**config.mk**
```make
export PLATFORM = sky130hd
export DESIGN_NAME = clk_mask_ctrl
export DESIGN_NICKNAME = d
export VERILOG_FILES = /design/src/rtl/clk_mask_ctrl.sv
export SDC_FILE = /design/constraint.sdc
export NUM_CORES = 1
export LEC_CHECK = 0
export BUFFER_PORTS_ARGS = -buffer_cell sky130_fd_sc_hd__buf_2
export CAP_MARGIN = 10
export CORE_MARGIN = 3
export CORE_UTILIZATION = 53
export DETAILED_ROUTE_END_ITERATION = 12
export GPL_ROUTABILITY_DRIVEN = 0
export PLACE_DENSITY = 0.8
export RECOVER_POWER = 100
export SLEW_MARGIN = 20
export SYNTH_ARGS = -nofsm -noshare
export SYNTH_HDL_FRONTEND = slang
export SYNTH_SLANG_ARGS = --single-unit
export TNS_END_PERCENT = 50
```
**constraint.sdc**
```tcl
create_clock -name clk -period 1.75 [get_ports clk]
set_input_delay 0.175 -clock clk [delete_from_list [all_inputs] [get_ports clk]]
set_output_delay 0.175 -clock clk [all_outputs]
set_load 0.01 [all_outputs]
```
**src/rtl/clk_mask_ctrl.sv**
```systemverilog
module clk_mask_ctrl #(
  parameter int MOD_COUNT = 8,
  parameter logic [MOD_COUNT-1:0] CPU_MAP = 8'h03,
  parameter logic [MOD_COUNT-1:0] HSB_MAP = 8'h06,
  parameter logic [MOD_COUNT-1:0] PBA_MAP = 8'hF8,
  parameter logic [MOD_COUNT-1:0] PBB_MAP = 8'h80,
  parameter int SELF_MOD   = 3,
  parameter int BRIDGE_MOD = 2
) (
  input  logic                 clk,
  input  logic                 rst_n,
  input  logic                 wr_en,
  input  logic [2:0]           addr,
  input  logic [31:0]          wdata,
  output logic [31:0]          rdata,
  output logic [MOD_COUNT-1:0] mod_en,
  output logic                 mask_ready,
  output logic                 irq
);

  localparam logic [3:0][31:0] MAP =
    {32'(PBB_MAP), 32'(PBA_MAP), 32'(HSB_MAP), 32'(CPU_MAP)};

  logic [3:0][31:0] mask_q, sync1_q, sync2_q;
  logic [1:0]       flight_q;
  logic             ready_q, ie_q;
  logic [MOD_COUNT-1:0] reg_en;
  logic             locked, mask_wr, ie_wr;

  function automatic logic [MOD_COUNT-1:0] combine(input logic [3:0][31:0] m);
    logic [MOD_COUNT-1:0] en;
    en = '1;
    for (int i = 0; i < MOD_COUNT; i++)
      for (int d = 0; d < 4; d++)
        if (MAP[d][i] && !m[d][i]) en[i] = 1'b0;
    return en;
  endfunction

  assign reg_en     = combine(mask_q);
  assign mod_en     = combine(sync2_q);
  assign locked     = !reg_en[SELF_MOD] || !reg_en[BRIDGE_MOD];
  assign mask_wr    = wr_en && !locked && !addr[2];
  assign ie_wr      = wr_en && !locked && (addr == 3'd5);
  assign mask_ready = ready_q;
  assign irq        = ready_q && ie_q;

  always_comb begin
    rdata = '0;
    if (!locked) begin
      case (addr)
        3'd0, 3'd1, 3'd2, 3'd3: rdata = mask_q[addr[1:0]];
        3'd4: rdata = {31'b0, ready_q};
        3'd5: rdata = {31'b0, ie_q};
        default: rdata = '0;
      endcase
    end
  end

  always_ff @(posedge clk) begin
    if (!rst_n) begin
      mask_q   <= MAP;
      sync1_q  <= MAP;
      sync2_q  <= MAP;
      flight_q <= '0;
      ready_q  <= 1'b1;
      ie_q     <= 1'b0;
    end else begin
      if (mask_wr) mask_q[addr[1:0]] <= wdata & MAP[addr[1:0]];
      if (ie_wr) ie_q <= wdata[0];
      sync1_q  <= mask_q;
      sync2_q  <= sync1_q;
      flight_q <= {flight_q[0], mask_wr};
      ready_q  <= !mask_wr && (flight_q == 2'b00) && (sync2_q == mask_q);
    end
  end

  p_write_clears_ready_r4: assert property (@(posedge clk) disable iff (!rst_n)
    mask_wr |=> !mask_ready);

  p_ready_means_applied_r5: assert property (@(posedge clk) disable iff (!rst_n)
    mask_ready |-> (sync2_q == mask_q));

  p_enable_moves_unready_r2: assert property (@(posedge clk) disable iff (!rst_n)
    !$stable(mod_en) |-> !mask_ready);

  p_lock_sticks_r7: assert property (@(posedge clk) disable iff (!rst_n)
    locked |=> locked && $stable(mask_q) && $stable(ie_q));

  p_unmapped_zero_r8: assert property (@(posedge clk) disable iff (!rst_n)
    (mask_q & ~MAP) == '0);

endmodule

```
==> results of run 1 <==
-- critical path: cells and delay by family, from the launching register on --
family	cells	cell delay (ns)
buffers and inverters	1	0.19
DFF	1	0.36
muxes	1	0.07
AOI/OAI and AO/OA	2	0.41
and+or+nand+nor	1	0.14
-- what timing repair did --
item | 4_1_cts | 5_1_grt
cloned | 0 | 0
pin swaps | 1 | 3
setup endpoints to repair | 8 | 8
resized for setup | 12 | 8
buffers inserted | 1 | 3
-- layer usage --
metal	track usage, %	share of wire [%]	vias up
li1	-	-	1119
met1	21.1	45	1079
met2	29.5	50	48
met3	5.51	4.5	9
met4	4.21	0.77	0
met5	0	0	-
-- state kept, by name (all words and copies together) (netlist names) --
signal / cells
sync2_q: 32
mask_ready: 1
ie_q: 1
sync1_q: 32
mask_q: 32
flight_q: 2
-- how the worst min path moves through the flow --
| stage | startpoint | end | slack (ns) | cells after the start |
|---|---|---|---|---|
| 4_1_cts | wdata[5] | mask_q[69] | 0.005 | 3 |
| 3_5_place_dp | sync1_q[67] | sync2_q[67] | 0.39 | 1 |
| 5_1_grt | wdata[6] | mask_q[70] | 0.02 | 3 |
| 3_3_place_gp | wdata[4] | mask_q[68] | 0.39 | 3 |
| 6_report | wdata[5] | mask_q[69] | 0.02 | 3 |
| 2_1_floorplan | wdata[7] | mask_q[103] | 0.30 | 2 |
-- kinds of logic after synthesis --
kind of cell | after synthesis | share of synthesized area (%)
AND/OR/NAND/NOR | 139 | 22.6
flip-flops | 100 | 53.9
AO/OA/AOI/OAI | 8 | 1.48
XOR/XNOR | 32 | 7.54
other | 1 | 0.101
buffers and inverters | 46 | 8.04
multiplexers | 15 | 6.40
-- Yosys cell counts, types with 2 or more instances --
cell	count	share of area (%)
nand3_1	6	0.81
nand2_1	14	1.4
nand2b_1	21	3.5
and2_2	2	0.40
xor2_1	28	6.6
xnor2_1	4	0.94
and2_1	48	8.1
nor2b_1	8	1.3
buf_2	5	0.67
o21ai_0	5	0.67
nor2_1	3	0.30
nor4_1	6	1.0
mux2i_1	8	2.2
nand4_1	2	0.34
and3_1	22	3.7
mux4_2	7	4.2
dfxtp_1	100	54
buf_4	30	6.1
clkbuf_1	9	0.91
-- layout make-up --
| cell class | instances | share of cell area (%) |
|---|---|---|
| repair buffers | 43 | 5.76 |
| well taps | 93 | 2.87 |
| multi-input cells | 218 | 37.6 |
| flip-flops and latches | 100 | 49.6 |
| clock buffers | 11 | 3.23 |
| clock inverters | 5 | 0.924 |
-- where the power goes --
group | leakage (nW) | internal (mW) | switching, mW
Clock | 0.0799 | 0.523 | 0.756
Combinational | 0.985 | 0.0813 | 0.132
Sequential | 0.809 | 2.29 | 0.0121
-- stage by stage --
stage	power [mW]	instance area (sq um)	worst slack (ns)
finish	3.79	4060	0.0510
global route	3.95	4060	-0.0637
CTS	3.84	4070	0.000108
detailed placement	2.56	3860	0.128
global placement	2.56	3860	0.148
floorplan	2.54	3800	0.363
==> flow_metrics.py, run 1 <==
metrics = {
    "synth": {
        "synth_area_sq_mm": 0.00372,
        "syn_area_per_cell_sq_um": 10.9,
        "synth-edff-count": 0,
        "ys.flop_type": "dfxtp_1",
        "synthArstFlopShare_pct": 0,
        "ys_warn_count": 0,
        "ys_seq_area_share_pct": 53.9,
        "synth-seq-cells": 100,
        "netlist_instances": 341,
        "synth_cell_types": 32,
    },
    "setup_path": {
        "crit_end": "rdata[0]",
        "crit_fanout": 4,
        "critPathMaxStageDelay_ns": 0.36,
        "crit_chain": "mux2i_1 > nor2_1 > o21ai_0 > a221oi_2 > buf_2",
        "cp.arrival_ns": 1.52,
        "path_class": "reg -> out",
        "worstSetupStartpoint": "mask_q[32]",
        "reg2reg_from": "mask_q[34]",
        "reg2regPathDepth": 6,
        "end_kind": "primary output",
        "cp.required_ns": 1.57,
        "crit_path_start_kind": "flip-flop",
        "worst-r2r-setup-slack_ns": 0.11,
        "slowest_stage": "dfxtp_2",
        "r2r_end": "mask_ready",
    },
    "drt": {
        "drt_first_pass_iters": 4,
        "drt_iter0_drc": 95,
        "vias": 2255,
        "wl_per_cell_um": 14.4,
        "drc_errors": 0,
        "postRouteAntennaNets": 0,
        "routed_wl_mm": 6.79,
        "viasPerCell": 4.80,
    },
    "power_and_ir_drop": {
        "p_per_area_mw_per_mm2": 934,
        "leakagePower_nw": 1.87,
        "ir_drop_mv": 0.667,
    },
    "cts": {
        "cts_hold_buf": 0,
        "cts_buffer_depth": 2,
        "cts-root-buf": "clkbuf_8",
        "cts_inserted_buffers": 9,
        "htree_levels": 3,
        "path_clk_slew_ns": 0.09,
        "clkLatencyLatePin_ns": 0.36,
        "cts.sinks": 100,
        "cts_tree": "built",
    },
    "floorplanning": {
        "die-height_um": 89.8,
        "die-area_sq_mm": 0.00806,
        "io_pins": 80,
        "die_w_um": 89.8,
        "start_util_pct": 56.6,
        "coreArea_sq_mm": 0.00657,
        "rows": 29,
    },
    "run": {
        "cap_violations": 0,
    },
    "sta": {
        "holdWs_ns": 0.0189,
        "setup_tns_ns": 0,
        "slew_headroom_pct": 36.3,
        "finalSetupViolCount": 0,
        "worst_pin_slew_ns": 0.955,
        "hold_violations": 0,
        "drv_slew": 0,
        "rsz0062_at_grt": "true",
        "skew_ns": 0.0103,
        "fin_crit_ns": 1.70,
        "finalCritPeriodShare_pct": 97.1,
        "fmax_ghz": 0.589,
    },
    "cells_and_area": {
        "fin_cells": 470,
        "seqCellArea_sq_mm": 0.00201,
        "final_util_pct": 61.8,
        "fill_cells": 560,
        "areaGrowthSynthToFinish_pct": 9.26,
        "final_common_cell": "dfxtp_1",
        "fin_nets": 410,
        "layout-drive-gt1-share_pct": 18.0,
        "num_antenna_cells": 0,
        "multi_input_area_sq_mm": 0.00153,
        "final_cell_mix": "dfxtp_1, and2_1, xor2_1",
    },
    "global_route": {
        "grt_pass1_vias": 2247,
        "grt_remaining_overflow": 0,
        "antenna_found_initial": 0,
        "grt_use_total_pct": 17.2,
        "grt_max_degree": 68,
        "grt_first_pass_wirelength_mm": 11.0,
    },
    "placement": {
        "io_buffers": 31,
        "dp_hpwl_mm": 4.82,
        "dp.cells": 451,
    },
    "status": {
        "status": "finished clean",
    },
    "worst_hold_path": {
        "min_path_type": "in -> reg",
    },
}
No activity file was read; power rests on OpenSTA's default activity.
==> run 2, diff against run 1 <==
--- a/config.mk
+++ b/config.mk
@@ -8,10 +8,10 @@
 export BUFFER_PORTS_ARGS = -buffer_cell sky130_fd_sc_hd__buf_2
 export CAP_MARGIN = 10
 export CORE_MARGIN = 3
-export CORE_UTILIZATION = 53
+export CORE_UTILIZATION = 48
 export DETAILED_ROUTE_END_ITERATION = 12
 export GPL_ROUTABILITY_DRIVEN = 0
-export PLACE_DENSITY = 0.8
+export PLACE_DENSITY = 0.77
 export RECOVER_POWER = 100
 export SLEW_MARGIN = 20
 export SYNTH_ARGS = -nofsm -noshare
==> constraint.sdc (replaced) <==
create_clock -name clk -period 1.5 [get_ports clk]
set_input_delay 0.15 -clock clk [delete_from_list [all_inputs] [get_ports clk]]
set_output_delay 0.15 -clock clk [all_outputs]
set_load 0.01 [all_outputs]
==> flow_metrics.py, run 2 (synthesis results as in run 1) <==
metrics = {
    "drt": {
        "viasPerCell": 4.77,
        "postRouteAntennaNets": 0,
        "drt_iter0_drc": 98,
        "vias": 2430,
        "drc_errors": 0,
        "drt_first_pass_iters": 4,
        "wl_per_cell_um": 14.1,
        "routed_wl_mm": 7.17,
    },
    "sta": {
        "drv_slew": 0,
        "layout_setup_ws_ns": -0.204,
        "rsz0062_at_grt": "true",
        "worst_pin_slew_ns": 0.722,
        "fin_crit_ns": 1.70,
        "slew_headroom_pct": 51.9,
        "fmax_ghz": 0.587,
        "setup_tns_ns": -1.54,
        "holdWs_ns": 0.0130,
        "finalCritPeriodShare_pct": 114,
        "hold_violations": 0,
        "skew_ns": 0.00794,
        "finalSetupViolCount": 15,
    },
    "cells_and_area": {
        "reg.largest.list": "mask_q x32, sync1_q x32, sync2_q x32",
        "final_cell_mix": "dfxtp_1, and2_1, xor2_1, buf_4, conb_1",
        "fin_nets": 443,
        "num_antenna_cells": 0,
        "final_common_cell": "dfxtp_1",
        "layout-drive-gt1-share_pct": 27.3,
        "fin_cells": 509,
        "areaGrowthSynthToFinish_pct": 19.4,
    },
    "cts": {
        "path_clk_slew_ns": 0.09,
        "cts_tree": "built",
        "clkLatencyLatePin_ns": 0.36,
        "htree_levels": 3,
        "cts_buffer_depth": 2,
        "cts_inserted_buffers": 9,
        "cts.sinks": 100,
        "cts-root-buf": "clkbuf_8",
    },
    "power_and_ir_drop": {
        "p_clk_share_pct": 35.8,
        "p_per_area_mw_per_mm2": 1050,
        "intPower_mw": 3.57,
        "p_sw_mw": 1.08,
        "leakagePower_nw": 2.08,
        "ir_drop_mv": 0.615,
        "combinationalPowerShare_pct": 6.5,
        "power_mw": 4.64,
        "switching_share_pct": 23.2,
        "p_seq_share_pct": 57.8,
    },
    "setup_path": {
        "slowest_stage": "mux4_2",
        "end_kind": "primary output",
        "critPathMaxStageDelay_ns": 0.46,
        "cp.required_ns": 1.35,
        "cp.arrival_ns": 1.55,
        "crit_chain": "buf_6 > mux4_2 > nor2b_4 > buf_6",
        "cp_num_buf_inv": 2,
        "crit_fanout": 3,
        "crit_path_start_kind": "flip-flop",
        "cp_top_family": "multiplexers",
        "path_class": "reg -> out",
        "crit_top_cell": "buf_6",
    },
    "floorplanning": {
        "start_util_pct": 50.4,
        "rows": 31,
        "die-area_sq_mm": 0.00884,
        "coreArea_sq_mm": 0.00737,
        "die_w_um": 94,
        "io_pins": 80,
        "die-height_um": 94,
    },
    "global_route": {
        "antenna_found_initial": 0,
        "grt_max_degree": 46,
        "grt_pass1_vias": 2359,
        "grt_use_total_pct": 17.1,
        "grt_first_pass_wirelength_mm": 11.4,
        "grt_remaining_overflow": 0,
    },
    "status": {
        "status": "finished with violations",
        "violations": "setup timing",
    },
    "placement": {
        "dp_slack_ns": -0.0624,
        "dp.cells": 472,
        "io_buffers": 31,
        "dp_hpwl_mm": 4.83,
    },
    "worst_hold_path": {
        "min_path_type": "in -> reg",
    },
    "run": {
        "cap_violations": 0,
    },
}
## run 2: power groups by stage
stage	Sequential, mW	Combinational [mW]	Clock, mW
3_3_place_gp	2.74	0.263	0
2_1_floorplan	2.74	0.217	0
4_1_cts	2.68	0.294	1.71
6_report	2.68	0.300	1.66
3_5_place_dp	2.75	0.266	0
5_1_grt	2.69	0.327	1.81
## run 2: layer usage
metal | share of wire [%] | track usage (%) | wire [um] | up-vias
met2 | 49 | 28.0 | 3520 | 45
met1 | 45 | 22.0 | 3250 | 1196
met3 | 4.5 | 4.57 | 321 | 8
met5 | 0 | 0 | 0 | -
li1 | - | - | - | 1181
met4 | 1.1 | 5.42 | 81 | 0
## run 2: path summary, 6_finish.rpt
check / from / end / slack (ns) / cells past startpoint
worst max-delay path: mask_q[67] / rdata[3] / -0.20 / 4
worst min-delay path: wdata[3] / mask_q[67] / 0.01 / 3
worst max register to register: mask_q[70] / mask_ready / -0.08 / 5
worst min register to register: sync1_q[0] / sync2_q[0] / 0.41 / 1
## run 2: area by class of cell
cell class,instances,area [sq um]
clock buffer,10,128
multi-input combinational,218,1570
tap,99,124
clock inverter,6,65.1
sequential,100,2020
timing repair buffer,76,533
fill,593,2930
## run 2: repair_timing
action                                 CTS  global route
hold buffers                             3             0
pin swaps                                3             7
setup buffers                           14             4
endpoints found under the hold margin    3             0
resized for setup                       33            13
setup endpoints to repair               18            29
## run 2: worst reg2reg max path: stages, from the launching register on
cell     delay [ns]
dfxtp_2        0.34
buf_4          0.13
xor2_1         0.15
nor4_1         0.42
nand3_2        0.17
o41ai_2        0.28
## run 2: per-stage QoR
step,utilization [%],area (sq um)
global placement,54.1,3990
global route,60.2,4440
CTS,59.8,4400
floorplan,-,3800
finish,60.2,4440
detailed placement,54.1,3990
